`config.mk`:
```
export PLATFORM = sky130hd
export DESIGN_NAME = dbg_txn_parser
export DESIGN_NICKNAME = d
export VERILOG_FILES = /design/src/rtl/dbg_txn_pkg.sv /design/src/rtl/dbg_cmd_decode.sv /design/src/rtl/dbg_addr_shift.sv /design/src/rtl/dbg_count_track.sv /design/src/rtl/dbg_txn_parser.sv
export SDC_FILE = /design/constraint.sdc
export NUM_CORES = 1
export LEC_CHECK = 0
export BUFFER_PORTS_ARGS = -buffer_cell sky130_fd_sc_hd__clkbuf_2
export CELL_PAD_IN_SITES_DETAIL_PLACEMENT = 0
export CELL_PAD_IN_SITES_GLOBAL_PLACEMENT = 1
export CORE_ASPECT_RATIO = 0.5
export CORE_MARGIN = 1.5
export CORE_UTILIZATION = 30
export CTS_CLUSTER_DIAMETER = 60
export DETAILED_ROUTE_END_ITERATION = 8
export PLACE_DENSITY = 0.73
export SLEW_MARGIN = 15
export SYNTH_ARGS = -nofsm -noshare
export SYNTH_HDL_FRONTEND = slang
export SYNTH_SLANG_ARGS = --single-unit
```
`constraint.sdc`:
```
create_clock -name clk -period 2.2 [get_ports clk]
set_clock_uncertainty 0.1 [all_clocks]
set_input_delay 0.55 -clock clk [delete_from_list [all_inputs] [get_ports clk]]
set_output_delay 0.55 -clock clk [all_outputs]
set_load 0.1 [all_outputs]
```
`src/rtl/dbg_txn_pkg.sv`:
```
package dbg_txn_pkg;
  typedef enum logic [1:0] {
    PH_CMD   = 2'd0,
    PH_COUNT = 2'd1,
    PH_ADDR  = 2'd2,
    PH_DATA  = 2'd3
  } phase_e;

  localparam int unsigned OP_SYS_RESET  = 0;
  localparam int unsigned OP_READ_FLY   = 1;
  localparam int unsigned OP_WRITE_FLY  = 2;
endpackage

```
`src/rtl/dbg_cmd_decode.sv`:
```
module dbg_cmd_decode #(
  parameter int unsigned CMD_W = 3
) (
  input  logic [CMD_W-1:0] code,
  output logic             is_reset,
  output logic             is_access
);
  import dbg_txn_pkg::*;

  always_comb begin
    is_reset  = (code == CMD_W'(OP_SYS_RESET));
    is_access = (code == CMD_W'(OP_READ_FLY)) || (code == CMD_W'(OP_WRITE_FLY));
  end
endmodule

```
`src/rtl/dbg_addr_shift.sv`:
```
module dbg_addr_shift #(
  parameter int unsigned BYTE_W = 8,
  parameter int unsigned NBYTES = 3,
  localparam int unsigned ADDR_W = BYTE_W * NBYTES
) (
  input  logic              clk,
  input  logic              rst_n,
  input  logic              clear,
  input  logic              shift_en,
  input  logic [BYTE_W-1:0] byte_in,
  output logic [ADDR_W-1:0] addr_out
);
  logic [BYTE_W-1:0] lane [NBYTES];

  for (genvar g = 0; g < NBYTES; g++) begin : g_lane
    logic [BYTE_W-1:0] feed;
    if (g == 0) begin : g_first
      assign feed = byte_in;
    end else begin : g_next
      assign feed = lane[g-1];
    end

    always_ff @(posedge clk) begin
      if (!rst_n || clear) begin
        lane[g] <= '0;
      end else if (shift_en) begin
        lane[g] <= feed;
      end
    end

    assign addr_out[g*BYTE_W +: BYTE_W] = lane[g];
  end
endmodule

```
`src/rtl/dbg_count_track.sv`:
```
module dbg_count_track #(
  parameter int unsigned W = 8
) (
  input  logic         clk,
  input  logic         rst_n,
  input  logic         clear,
  input  logic         load,
  input  logic [W-1:0] load_val,
  input  logic         step,
  output logic [W-1:0] cnt,
  output logic         final_beat
);
  always_ff @(posedge clk) begin
    if (!rst_n || clear) begin
      cnt <= '0;
    end else if (load) begin
      cnt <= load_val;
    end else if (step && cnt != '0) begin
      cnt <= cnt - W'(1);
    end
  end

  // a step from 1 or from 0 ends the data phase
  assign final_beat = (cnt <= W'(1));

  assert_cnt_no_rise_R7: assert property (@(posedge clk) disable iff (!rst_n)
    !load |=> cnt <= $past(cnt));
endmodule

```
`src/rtl/dbg_txn_parser.sv`:
```
module dbg_txn_parser #(
  parameter int unsigned CMD_W      = 3,
  parameter int unsigned BYTE_W     = 8,
  parameter int unsigned ADDR_BYTES = 3,
  localparam int unsigned ADDR_W    = BYTE_W * ADDR_BYTES
) (
  input  logic              clk,
  input  logic              rst_n,
  input  logic              sync_clear,
  input  logic              in_valid,
  output logic              in_ready,
  input  logic [BYTE_W-1:0] in_data,
  input  logic              in_dir,
  output logic              byte_mode,
  output logic              cmd_strobe,
  output logic [CMD_W-1:0]  cmd_code,
  output logic              cmd_unknown,
  output logic              addr_strobe,
  output logic [ADDR_W-1:0] addr_out,
  output logic              dat_valid,
  input  logic              dat_ready,
  output logic [BYTE_W-1:0] dat_byte,
  output logic              dat_dir,
  output logic              dat_last
);
  import dbg_txn_pkg::*;

  localparam int unsigned AIDX_W = $clog2(ADDR_BYTES + 1);
  localparam logic [AIDX_W-1:0] AIDX_LAST = AIDX_W'(ADDR_BYTES - 1);

  phase_e            phase;
  logic [AIDX_W-1:0] aidx;
  logic              accept;
  logic              op_reset;
  logic              op_access;
  logic              final_beat;
  logic [BYTE_W-1:0] remaining;

  assign in_ready  = !sync_clear && (!dat_valid || dat_ready);
  assign accept    = in_valid && in_ready;
  assign byte_mode = (phase != PH_CMD);

  dbg_cmd_decode #(.CMD_W(CMD_W)) u_decode (
    .code      (in_data[CMD_W-1:0]),
    .is_reset  (op_reset),
    .is_access (op_access)
  );

  dbg_count_track #(.W(BYTE_W)) u_count (
    .clk        (clk),
    .rst_n      (rst_n),
    .clear      (sync_clear),
    .load       (accept && phase == PH_COUNT),
    .load_val   (in_data),
    .step       (accept && phase == PH_DATA),
    .cnt        (remaining),
    .final_beat (final_beat)
  );

  dbg_addr_shift #(.BYTE_W(BYTE_W), .NBYTES(ADDR_BYTES)) u_addr (
    .clk      (clk),
    .rst_n    (rst_n),
    .clear    (sync_clear || (accept && phase == PH_COUNT)),
    .shift_en (accept && phase == PH_ADDR),
    .byte_in  (in_data),
    .addr_out (addr_out)
  );

  // transaction sequencing
  always_ff @(posedge clk) begin
    if (!rst_n) begin
      phase       <= PH_CMD;
      aidx        <= '0;
      cmd_strobe  <= 1'b0;
      cmd_unknown <= 1'b0;
      cmd_code    <= '0;
      addr_strobe <= 1'b0;
    end else begin
      cmd_strobe  <= 1'b0;
      cmd_unknown <= 1'b0;
      addr_strobe <= 1'b0;
      if (sync_clear) begin
        phase <= PH_CMD;
        aidx  <= '0;
      end else if (accept) begin
        unique case (phase)
          PH_CMD: begin
            cmd_strobe  <= 1'b1;
            cmd_code    <= in_data[CMD_W-1:0];
            cmd_unknown <= !(op_reset || op_access);
            if (op_access) phase <= PH_COUNT;
          end
          PH_COUNT: begin
            phase <= PH_ADDR;
            aidx  <= '0;
          end
          PH_ADDR: begin
            if (aidx == AIDX_LAST) begin
              phase       <= PH_DATA;
              addr_strobe <= 1'b1;
            end else begin
              aidx <= aidx + AIDX_W'(1);
            end
          end
          PH_DATA: begin
            if (final_beat) phase <= PH_CMD;
          end
          default: phase <= PH_CMD;
        endcase
      end
    end
  end

  // data output stage
  always_ff @(posedge clk) begin
    if (!rst_n) begin
      dat_valid <= 1'b0;
      dat_byte  <= '0;
      dat_dir   <= 1'b0;
      dat_last  <= 1'b0;
    end else if (accept && phase == PH_DATA) begin
      dat_valid <= 1'b1;
      dat_byte  <= in_data;
      dat_dir   <= in_dir;
      dat_last  <= final_beat;
    end else if (dat_ready) begin
      dat_valid <= 1'b0;
    end
  end

  assert_sync_to_cmd_R10: assert property (@(posedge clk) disable iff (!rst_n)
    sync_clear |=> (!byte_mode && addr_out == '0 && remaining == '0));

  assert_unknown_stays_R4: assert property (@(posedge clk) disable iff (!rst_n)
    cmd_unknown |-> (cmd_strobe && !byte_mode));

  assert_access_moves_R3: assert property (@(posedge clk) disable iff (!rst_n)
    (cmd_strobe && !cmd_unknown && cmd_code != CMD_W'(OP_SYS_RESET)) |-> byte_mode);

  assert_addr_pulse_R5: assert property (@(posedge clk) disable iff (!rst_n)
    addr_strobe |=> !addr_strobe);

  assert_hold_beat_R9: assert property (@(posedge clk) disable iff (!rst_n)
    (dat_valid && !dat_ready) |=>
      (dat_valid && $stable(dat_byte) && $stable(dat_dir) && $stable(dat_last)));

  assert_last_ends_R7: assert property (@(posedge clk) disable iff (!rst_n)
    (dat_valid && dat_last) |-> !byte_mode);
endmodule

```
Word level (Yosys, flattened, before mapping). Memories as Yosys holds them, arrays and structs flattened. Cells that the tools add are included. W data, S select, Z words.

Bits in registers: 29. RAM bits: 24. Input bits: 14. Output and inout bits: 43. Word-level logic and storage cells: 83. Memories: 1.

Add/sub/neg operators: 2. $lt $le $gt $ge: 1. Equal/unequal tests: 10. Multiplexer cells: 20. Bitwise logic cells: 8. Reduce and logical (&&, ||, !) cells: 30.

Memory list: u_addr.lane (words 3, width 8, rd ports 3, clocked after memory_dff 0, wr ports 3, line dbg_addr_shift.sv:13) `logic [BYTE_W-1:0] lane [NBYTES];`.

Operator list (count): $mux W8 (5); $mux W1 (9); $le A8 B1 Y1 const B (1); $mux W2 (4); $pmux W2 S4 (1); $reduce_bool A2 Y1 (4); $reduce_bool A8 Y1 (1); $reduce_or A4 Y1 (2); $sub A8 B1 Y8 const B (1); $eq A2 B2 Y1 const B (3); $logic_and A1 B1 Y1 (6); $logic_or A1 B1 Y1 (6); $ne A2 B2 Y1 const B (3); $reduce_and A3 Y1 (2); $not A1 Y1 (5); $logic_not A1 Y1 (4); $pmux W2 S2 (1); $reduce_and A4 Y1 (1); $eq A3 B1 Y1 const B (1); $eq A3 B2 Y1 const B (1); $logic_not A3 Y1 (1); $or A1 B1 Y1 (3); $reduce_or A3 Y1 (1); $add A2 B1 Y2 const B (1); 4 further kinds (4).

Depth between registers and ports, before layout. Gate-level depths: netlist of run 1.

Word-level depth: 10. Depth in mapped cells: 7.

Modules after synthesis. Synthesis of run 1 repeated with hierarchy kept, for this count alone.

Cell total of the unflattened synthesis: 220. Area, all modules: 2524.9 µm².

By module, submodules not included: dbg_addr_shift (times used 1, cells each 55, area an instance 1017.2 µm², seq. area each 720.7 µm²); dbg_txn_parser (times used 1, cells each 101, area an instance 985.9 µm², seq. area each 420.4 µm²); dbg_count_track (times used 1, cells each 61, area an instance 504.2 µm², seq. area each 160.2 µm²); dbg_cmd_decode (times used 1, cells each 3, area an instance 17.5 µm², seq. area each 0.0 µm²).

Worst setup path before layout of run 1. Ideal clock, no wire load.

Path kind: flip-flop to output port. From: register dat_valid. To: output in_ready. Arrival: 2.350 ns. Path slack: -0.800 ns. Stages on the path, launching flop included: 3. Buffers on the path: 0. Cells stage by stage: dfxtp_1 nand2b_1 nor2b_1.

Word-level cells in the longest chain between the ends: 3.

RTL lines: start, declared (line dbg_txn_parser.sv:20) `output logic dat_valid,`; start signal, assigned (line dbg_txn_parser.sv:117) `dat_valid <= 1'b0;`; start signal, assigned (line dbg_txn_parser.sv:122) `dat_valid <= 1'b1;`; start signal, assigned (line dbg_txn_parser.sv:127) `dat_valid <= 1'b0;`; $logic_not A1 Y1 (line dbg_txn_parser.sv:39) `assign in_ready = !sync_clear && (!dat_valid || dat_ready);`; $logic_or A1 B1 Y1 (line dbg_txn_parser.sv:39); $logic_and A1 B1 Y1 (line dbg_txn_parser.sv:39); end, declared (line dbg_txn_parser.sv:11) `output logic in_ready,`.

No other way between the ends.

Worst setup path in the final report of run 1.
From: register phase[0]. To: output byte_mode.

Word-level cells in the longest chain between the ends: 1.

RTL lines: start, declared (line dbg_txn_parser.sv:31) `phase_e phase;`; start signal, assigned (line dbg_txn_parser.sv:72) `phase <= PH_CMD;`; start signal, assigned (line dbg_txn_parser.sv:83) `phase <= PH_CMD;`; start signal, assigned (line dbg_txn_parser.sv:91) `if (op_access) phase <= PH_COUNT;`; $reduce_bool A2 Y1 (line dbg_txn_parser.sv:41) `assign byte_mode = (phase != PH_CMD);`; end, declared (line dbg_txn_parser.sv:14) `output logic byte_mode,`.

No other way between the ends.

==> results of run 1 <==
kinds of logic after synthesis:
| group | count (synthesis) |
|---|---|
| AND/OR/NAND/NOR | 83 |
| flip-flops | 53 |
| AO/OA/AOI/OAI | 32 |
| buffers and inverters | 12 |
| multiplexers | 12 |
| adder cells (fa/ha/maj) | 8 |
| XOR/XNOR | 7 |
synth_stat cells, drive strengths merged, types with 2 or more instances:
cell    count  area share [%]
a21oi      10             2.2
a22oi       6             2.0
and2       25             6.8
and3        2            0.60
clkbuf      4            0.65
dfxtp      29              25
edfxtp     24              31
ha          8             4.3
inv         7             1.1
mux2i      12             5.2
nand2      16             2.6
nand2b      3            0.81
nand3       4             1.1
nor2        8             1.3
nor2b      17             4.6
nor3        4            0.87
nor4        4             1.7
o211ai      2            0.65
o21a        2            0.65
o21ai       7             1.5
xnor2       4             1.5
xor2        3             1.1
final timing paths:
| check | from | end | slack (ps) |
|---|---|---|---|
| worst max-delay path | phase[0]$_SDFFE_PP0P_ | byte_mode | 140 |
| worst min-delay path | aidx[0]$_SDFFE_PP0P_ | aidx[0]$_SDFFE_PP0P_ | 380 |
| worst max register to register | u_count.cnt[3]$_SDFFE_PP0P_ | phase[0]$_SDFFE_PP0P_ | 230 |
| worst min register to register | aidx[0]$_SDFFE_PP0P_ | aidx[0]$_SDFFE_PP0P_ | 380 |
layout by cell type, fill, tap and decap left out, types with 4 or more instances in the layout:
cell type / count
sky130_fd_sc_hd__a22oi_1: 6
sky130_fd_sc_hd__nand2_1: 16
sky130_fd_sc_hd__xnor2_1: 4
sky130_fd_sc_hd__nor2_1: 8
sky130_fd_sc_hd__nor2b_1: 16
sky130_fd_sc_hd__edfxtp_1: 24
sky130_fd_sc_hd__dfxtp_1: 28
sky130_fd_sc_hd__nor3_1: 4
sky130_fd_sc_hd__ha_1: 8
sky130_fd_sc_hd__inv_1: 7
sky130_fd_sc_hd__clkbuf_16: 5
sky130_fd_sc_hd__mux2i_1: 12
sky130_fd_sc_hd__and2_1: 25
sky130_fd_sc_hd__buf_4: 10
sky130_fd_sc_hd__clkbuf_2: 54
sky130_fd_sc_hd__o21ai_0: 7
sky130_fd_sc_hd__a21oi_1: 10
per-layer routing:
layer	vias up	wire [µm]	track usage [%]
li1	854	-	-
met1	810	2356	16.29
met2	53	2396	21.40
met3	14	346	3.551
met4	0	158	7.102
met5	-	0	0
critical path, cell delays in order, from the launching register on:
cell and delay [ps]:
sky130_fd_sc_hd__dfxtp_1 370, sky130_fd_sc_hd__inv_1 90, sky130_fd_sc_hd__ha_1 260, sky130_fd_sc_hd__inv_1 110, sky130_fd_sc_hd__buf_4 290
sequential cells by signal (all words and copies together) (netlist names):
register / flops
u_count.cnt: 8
dat_last: 1
aidx: 2
addr_strobe: 1
dat_dir: 1
dat_byte: 8
phase: 2
cmd_strobe: 1
cmd_code: 3
dat_valid: 1
u_addr.lane: 24
cmd_unknown: 1
cell type report:
| type | count | area, µm² | area share, % |
|---|---|---|---|
| Clock inverter | 2 | 38.79 | 1.301 |
| Tap cell | 96 | 120.1 | 4.030 |
| Timing Repair Buffer | 67 | 405.4 | 13.60 |
| Inverter | 7 | 26.28 | 0.8816 |
| Clock buffer | 6 | 128.9 | 4.324 |
| Multi-Input combinational cell | 142 | 958.4 | 32.16 |
| Sequential cell | 53 | 1303 | 43.70 |
where the power goes:
part           internal, mW  switching (mW)  leakage, nW  total (mW)
clock network         0.540           0.360       0.0810       0.900
registers              1.05         0.00956        0.502        1.06
logic                0.0540           0.236        0.724       0.290
total                  1.64           0.605         1.31        2.25
==> reports/results.ini, run 1 <==
[sta]
clock.fmax_ghz = 0.4861
timing.final.ws_setup_ps = 142.7
rsz0062_at_grt = no
time_the_worst_path_needs_with_i_o_delays_and_setup_ps = 2057
setup-tns-final_ps = 0
worst_hold_margin_ps = 379.4
final-setup-viol-count = 0
relSlewSlack_pct = 63.19
timing_hold_violations_final = 0
layout_worst_path_cycle_share_pct = 93.51
fin_max_slew_vios = 0
timing_worst_slew_pin_value_ps = 554.5

[power_and_ir_drop]
power.total_mw = 2.248
cell_pwr_density_nw_per_um2 = 754.3
cellLeakagePower_nw = 1.307
peakVddDrop_mv = 0.2717

[logic_synthesis]
syn_area_per_cell_um2 = 11.13
post_synthesis_net_count = 229
synth_mux_area_share_pct = 5.215
compound_cell_area_share_of_the_yosys_netlist_pct = 8.854
dominantRegCellSynth = sky130_fd_sc_hd__dfxtp_1
synth.yosys.warnings = 0
synth_fa_ha_area_share_pct = 4.345
ys_ff_latch = 53
combinational_family_with_the_most_area_after_synthesis = simple AND/OR/NAND/NOR gates
synth.yosys.seq_area_share_pct = 56.49
yosys.cell_types.count = 31
post_synth_inst_count = 207
synth-edff-count = 24
synthesis.area_um2 = 2303
synth-async-reset-ratio_pct = 0
synthXorXnorAreaFrac_pct = 2.662
area_fraction_in_and_or_nand_and_nor_cells_after_synthesis_pct = 20.42

[floorplanning]
num_io_pins = 57
die-area_um2 = 8245
fp.coreArea_um2 = 7377
initial_core_util_pct = 31.22
die_h_um = 64.96
die_x_um = 126.9
std_cell_rows = 22

[final_layout]
post_route_cells_drive_above_1_share_pct = 28.52
diodes = 0
fill_cells = 733
nets_finish = 298
finish.cell_count_without_fillers = 373
final_cell_area_um2 = 2980
finalCoreUtilization_pct = 40.40
area_growth_pct = 29.39

[route]
drt.antenna.violating_nets = 0
vias = 1731
detailedRoute.firstIterationViolations = 179
drt_drc_violations_left = 0
viasPerCell = 4.641
detail_route.first_pass.iterations = 4
avgRoutedWirePerCell_um = 14.10
wirelength_um = 5259

[global_route]
number_of_antenna_violations_at_the_first_check_in_global_routing = 0
globalRoute.totalOverflow = 0
first_global_vias = 1635
track_usage_pct = 13.22
grt_pass1_wl_um = 8321
largest_net_degree_at_the_start_of_global_routing = 25

[clock_tree]
clockRootBuffer = sky130_fd_sc_hd__clkbuf_16
ctsHtreeMaxLevel = 2
cts_tree = yes
cts-resized-gates = 0
clk_transition_reported_paths_ps = 70
clk_path_buf_depth = 2
tritoncts_num_sinks = 53
cts_setup_buffers = 0
ctsHoldBuffers = 0
insertion_delay_ps = 290
tritoncts.num_buffers = 5

[placed_design]
place_congestion = 0.8843
dp_worst_setup_slack_ps = 73.86
port_buffers = 56
area_of_placed_instances_um2 = 2813
dpl.cell_count = 365
hpwlAfterDp_um = 3808

[setup_path]
worst_setup_path_end_kind = output pin
reg2reg_depth = 4
critical_path_arrival_ps = 1410
worst-path-max-fanout = 4
cp-start-kind = register
timing_worst_setup_path_type = register to output pin
critical_path_required_ps = 1550

[min_path]
min_path_cells = 2
hold_class = register to register

[job]
cap_violations = 0

[status]
outcome = finished clean

(Power assumes the default switching activity.)
==> run 2: changes to the inputs <==
- ABC_AREA: unset -> 1
- PLACE_DENSITY: 0.73 -> 0.76
==> run 2 against run 1 <==
  * Largest power group unchanged
  * Routed wire length rose by 2.7%
  * Power fell by 4.2%
  * Largest cell class unchanged
  * Hold slack got worse by 7.0 ps
  * Global-route usage shrank 0.33 points
  * Die area grew 5.2%
  * Critical endpoint unchanged
  * Sequential power is essentially flat
  * Core utilization fell by 0.42 points
  * Critical path depth is the same
  * Critical path type unchanged
  * First-iteration DRC count is 54% lower
  * Sequential share of layout area decreased by 0.67 points
  * Non-clock buffer count fell by 6
==> reports/results.ini, run 2 <==
[placed_design]
hpwlAfterDp_um = 4057
port_buffers = 56
place_congestion = 0.7850
area_of_placed_instances_um2 = 2880

[logic_synthesis]
area_fraction_in_and_or_nand_and_nor_cells_after_synthesis_pct = 24.38
synth.top_cells.by_count = sky130_fd_sc_hd__nand2_1 (55), sky130_fd_sc_hd__nor2_1 (55), sky130_fd_sc_hd__inv_1 (49), sky130_fd_sc_hd__dfxtp_1 (29)
synth.yosys.seq_area_share_pct = 53.61
synth_top_cell_area_share_pct = 29.69
synthXorXnorAreaFrac_pct = 0
compound_cell_area_share_of_the_yosys_netlist_pct = 7.835
yosysTopAreaCell = sky130_fd_sc_hd__edfxtp_1
synth_mux_area_share_pct = 0
yosys.cell_types.count = 20
synth_fa_ha_area_share_pct = 4.124
post_synthesis_net_count = 319
syn_area_per_cell_um2 = 8.173
dominantRegCellSynth = sky130_fd_sc_hd__dfxtp_1
synth-async-reset-ratio_pct = 0
post_synth_inst_count = 297
synth-edff-count = 24
synth.yosys.warnings = 0
combinational_family_with_the_most_area_after_synthesis = simple AND/OR/NAND/NOR gates
synth_area_leaders = sky130_fd_sc_hd__edfxtp_1 (30%), sky130_fd_sc_hd__dfxtp_1 (24%), sky130_fd_sc_hd__nand2_1 (8.5%)
synthesis.area_um2 = 2427
ys_ff_latch = 53

[clock_tree]
cts-resized-gates = 0
cts_setup_buffers = 0
clk_path_buf_depth = 2
clk_transition_reported_paths_ps = 70
insertion_delay_ps = 290
ctsHoldBuffers = 0
cts_tree = yes
tritoncts.num_buffers = 5
ctsHtreeMaxLevel = 2
clockRootBuffer = sky130_fd_sc_hd__clkbuf_16
tritoncts_num_sinks = 53

[final_layout]
most-common-layout-cells = sky130_fd_sc_hd__nor2_1 (55), sky130_fd_sc_hd__nand2_1 (54), sky130_fd_sc_hd__clkbuf_2 (54), sky130_fd_sc_hd__inv_1 (49), sky130_fd_sc_hd__dfxtp_1 (28)
final_cell_area_um2 = 3027
top_regs = u_addr.lane: 24 flops, dat_byte: 8 flops, u_count.cnt: 8 flops
post_route_cells_drive_above_1_share_pct = 23.82
diodes = 0
layout_commonest_cell = sky130_fd_sc_hd__nor2_1
nets_finish = 382
largest_reg_flops = 24
area_growth_pct = 24.69
top_register = u_addr.lane

[setup_path]
critical_path_arrival_ps = 1360
worst_setup_path_end_kind = output pin
timing_worst_setup_path_type = register to output pin
path_cells = inv_1, ha_1, inv_1, buf_4
delay_heaviest_family_cp = buffers and inverters
timing.critical_path.slowest_cell_delay_ps = 380
worst-path-max-fanout = 4
worst_path_max_delay_cell = sky130_fd_sc_hd__dfxtp_1
path_common_cell = sky130_fd_sc_hd__inv_1
cp-start-kind = register
regToRegStartpoint = phase[0]$_SDFFE_PP0P_
critical_path_required_ps = 1550
timing.critical_path.from = phase[0]$_SDFFE_PP0P_
worstPathBufferInverterCount = 3

[floorplanning]
initial_core_util_pct = 32.07
fp.coreArea_um2 = 7570
die-area_um2 = 8673
std_cell_rows = 22
die_h_um = 66.61
num_io_pins = 57
die_x_um = 130.2

[global_route]
number_of_antenna_violations_at_the_first_check_in_global_routing = 0
first_global_vias = 1804
track_usage_pct = 12.89
globalRoute.totalOverflow = 0
grt_pass1_wl_um = 8493
largest_net_degree_at_the_start_of_global_routing = 25

[status]
outcome = finished clean

[route]
drt.antenna.violating_nets = 0
drt_drc_violations_left = 0
vias = 2011
detailedRoute.firstIterationViolations = 82
avgRoutedWirePerCell_um = 11.51
viasPerCell = 4.288
wirelength_um = 5400
detail_route.first_pass.iterations = 6

[power_and_ir_drop]
peakVddDrop_mv = 0.3406
cell_pwr_density_nw_per_um2 = 711.8
cellLeakagePower_nw = 1.442

[sta]
fin_max_slew_vios = 0
layout_worst_path_cycle_share_pct = 91.16
final-setup-viol-count = 0
relSlewSlack_pct = 63.55
timing_worst_slew_pin_value_ps = 549.1
time_the_worst_path_needs_with_i_o_delays_and_setup_ps = 2005
clock.fmax_ghz = 0.4986
rsz0062_at_grt = no
setup-tns-final_ps = 0
timing_hold_violations_final = 0

[min_path]
timing.hold.worst.start = dat_dir$_SDFFE_PN0P_
hold_class = register to register

[job]
cap_violations = 0

## run 2: cell types whose count changed in the layout (fill, tap and decap cells not counted), sizes merged, moves of 12 or more
cell | before | now
nor2b | 17 | 0
and2 | 25 | 0
a21oi | 10 | 24
mux2i | 12 | 0
nor2 | 8 | 61
nand3 | 4 | 16
nand2 | 16 | 56
inv | 7 | 54
## run 2: metrics by stage
stage	worst slack, ps	util, %	power, mW	hold WS, ps	instances
after floorplan	194.6	-	1.320	342.9	297
after global placement	205.6	38.05	1.392	362.1	461
after detailed placement	201.9	38.05	1.392	366.1	461
after CTS	182.9	39.98	2.178	377.4	469
after global routing	115.8	39.98	2.232	400.7	469
final	194.5	39.98	2.154	372.4	469
## run 2: tightest hold or removal path: stages (launching register included)
cell and delay (ps):
sky130_fd_sc_hd__dfxtp_1 310, sky130_fd_sc_hd__nand2_1 60, sky130_fd_sc_hd__a21oi_1 50
## run 2: cell type report
class,count,area (µm²)
timing repair buffer,61,347.8
tap,108,135.1
sequential,53,1303
multi-input combinational,186,895.9
clock inverter,3,21.27
inverter,53,198.9
clock buffer,5,125.1
fill,792,4543
## run 2: cells by family after synthesis
kind of cell	Yosys count
compound gates	38
fa+ha+maj	8
buf+inv	58
flops	53
simple gates	140
## run 2: power by group
part           total (mW)  switching (mW)  internal, mW
Clock               0.787           0.363         0.424
Combinational       0.306           0.256        0.0504
Sequential           1.06          0.0110          1.05
## run 2: layer usage
metal | global-route usage (%) | part of all wire, % | up-vias | wire, µm
met3 | 3.213 | 5.4 | 7 | 292
met5 | 0 | 0 | - | 0
met1 | 17.00 | 50 | 899 | 2690
met4 | 3.750 | 1.2 | 0 | 65
met2 | 20.99 | 44 | 44 | 2351
li1 | - | - | 1061 | -
## run 2: path summary, 6_finish.rpt
path	to	slack, ps	depth (start not counted)
worst max-delay path	byte_mode	190	4
worst min register to register	dat_dir$_SDFFE_PN0P_	370	2
worst min-delay path	dat_dir$_SDFFE_PN0P_	370	2
worst max register to register	u_addr.lane[1][5]$_SDFFCE_PN0P_	410	7
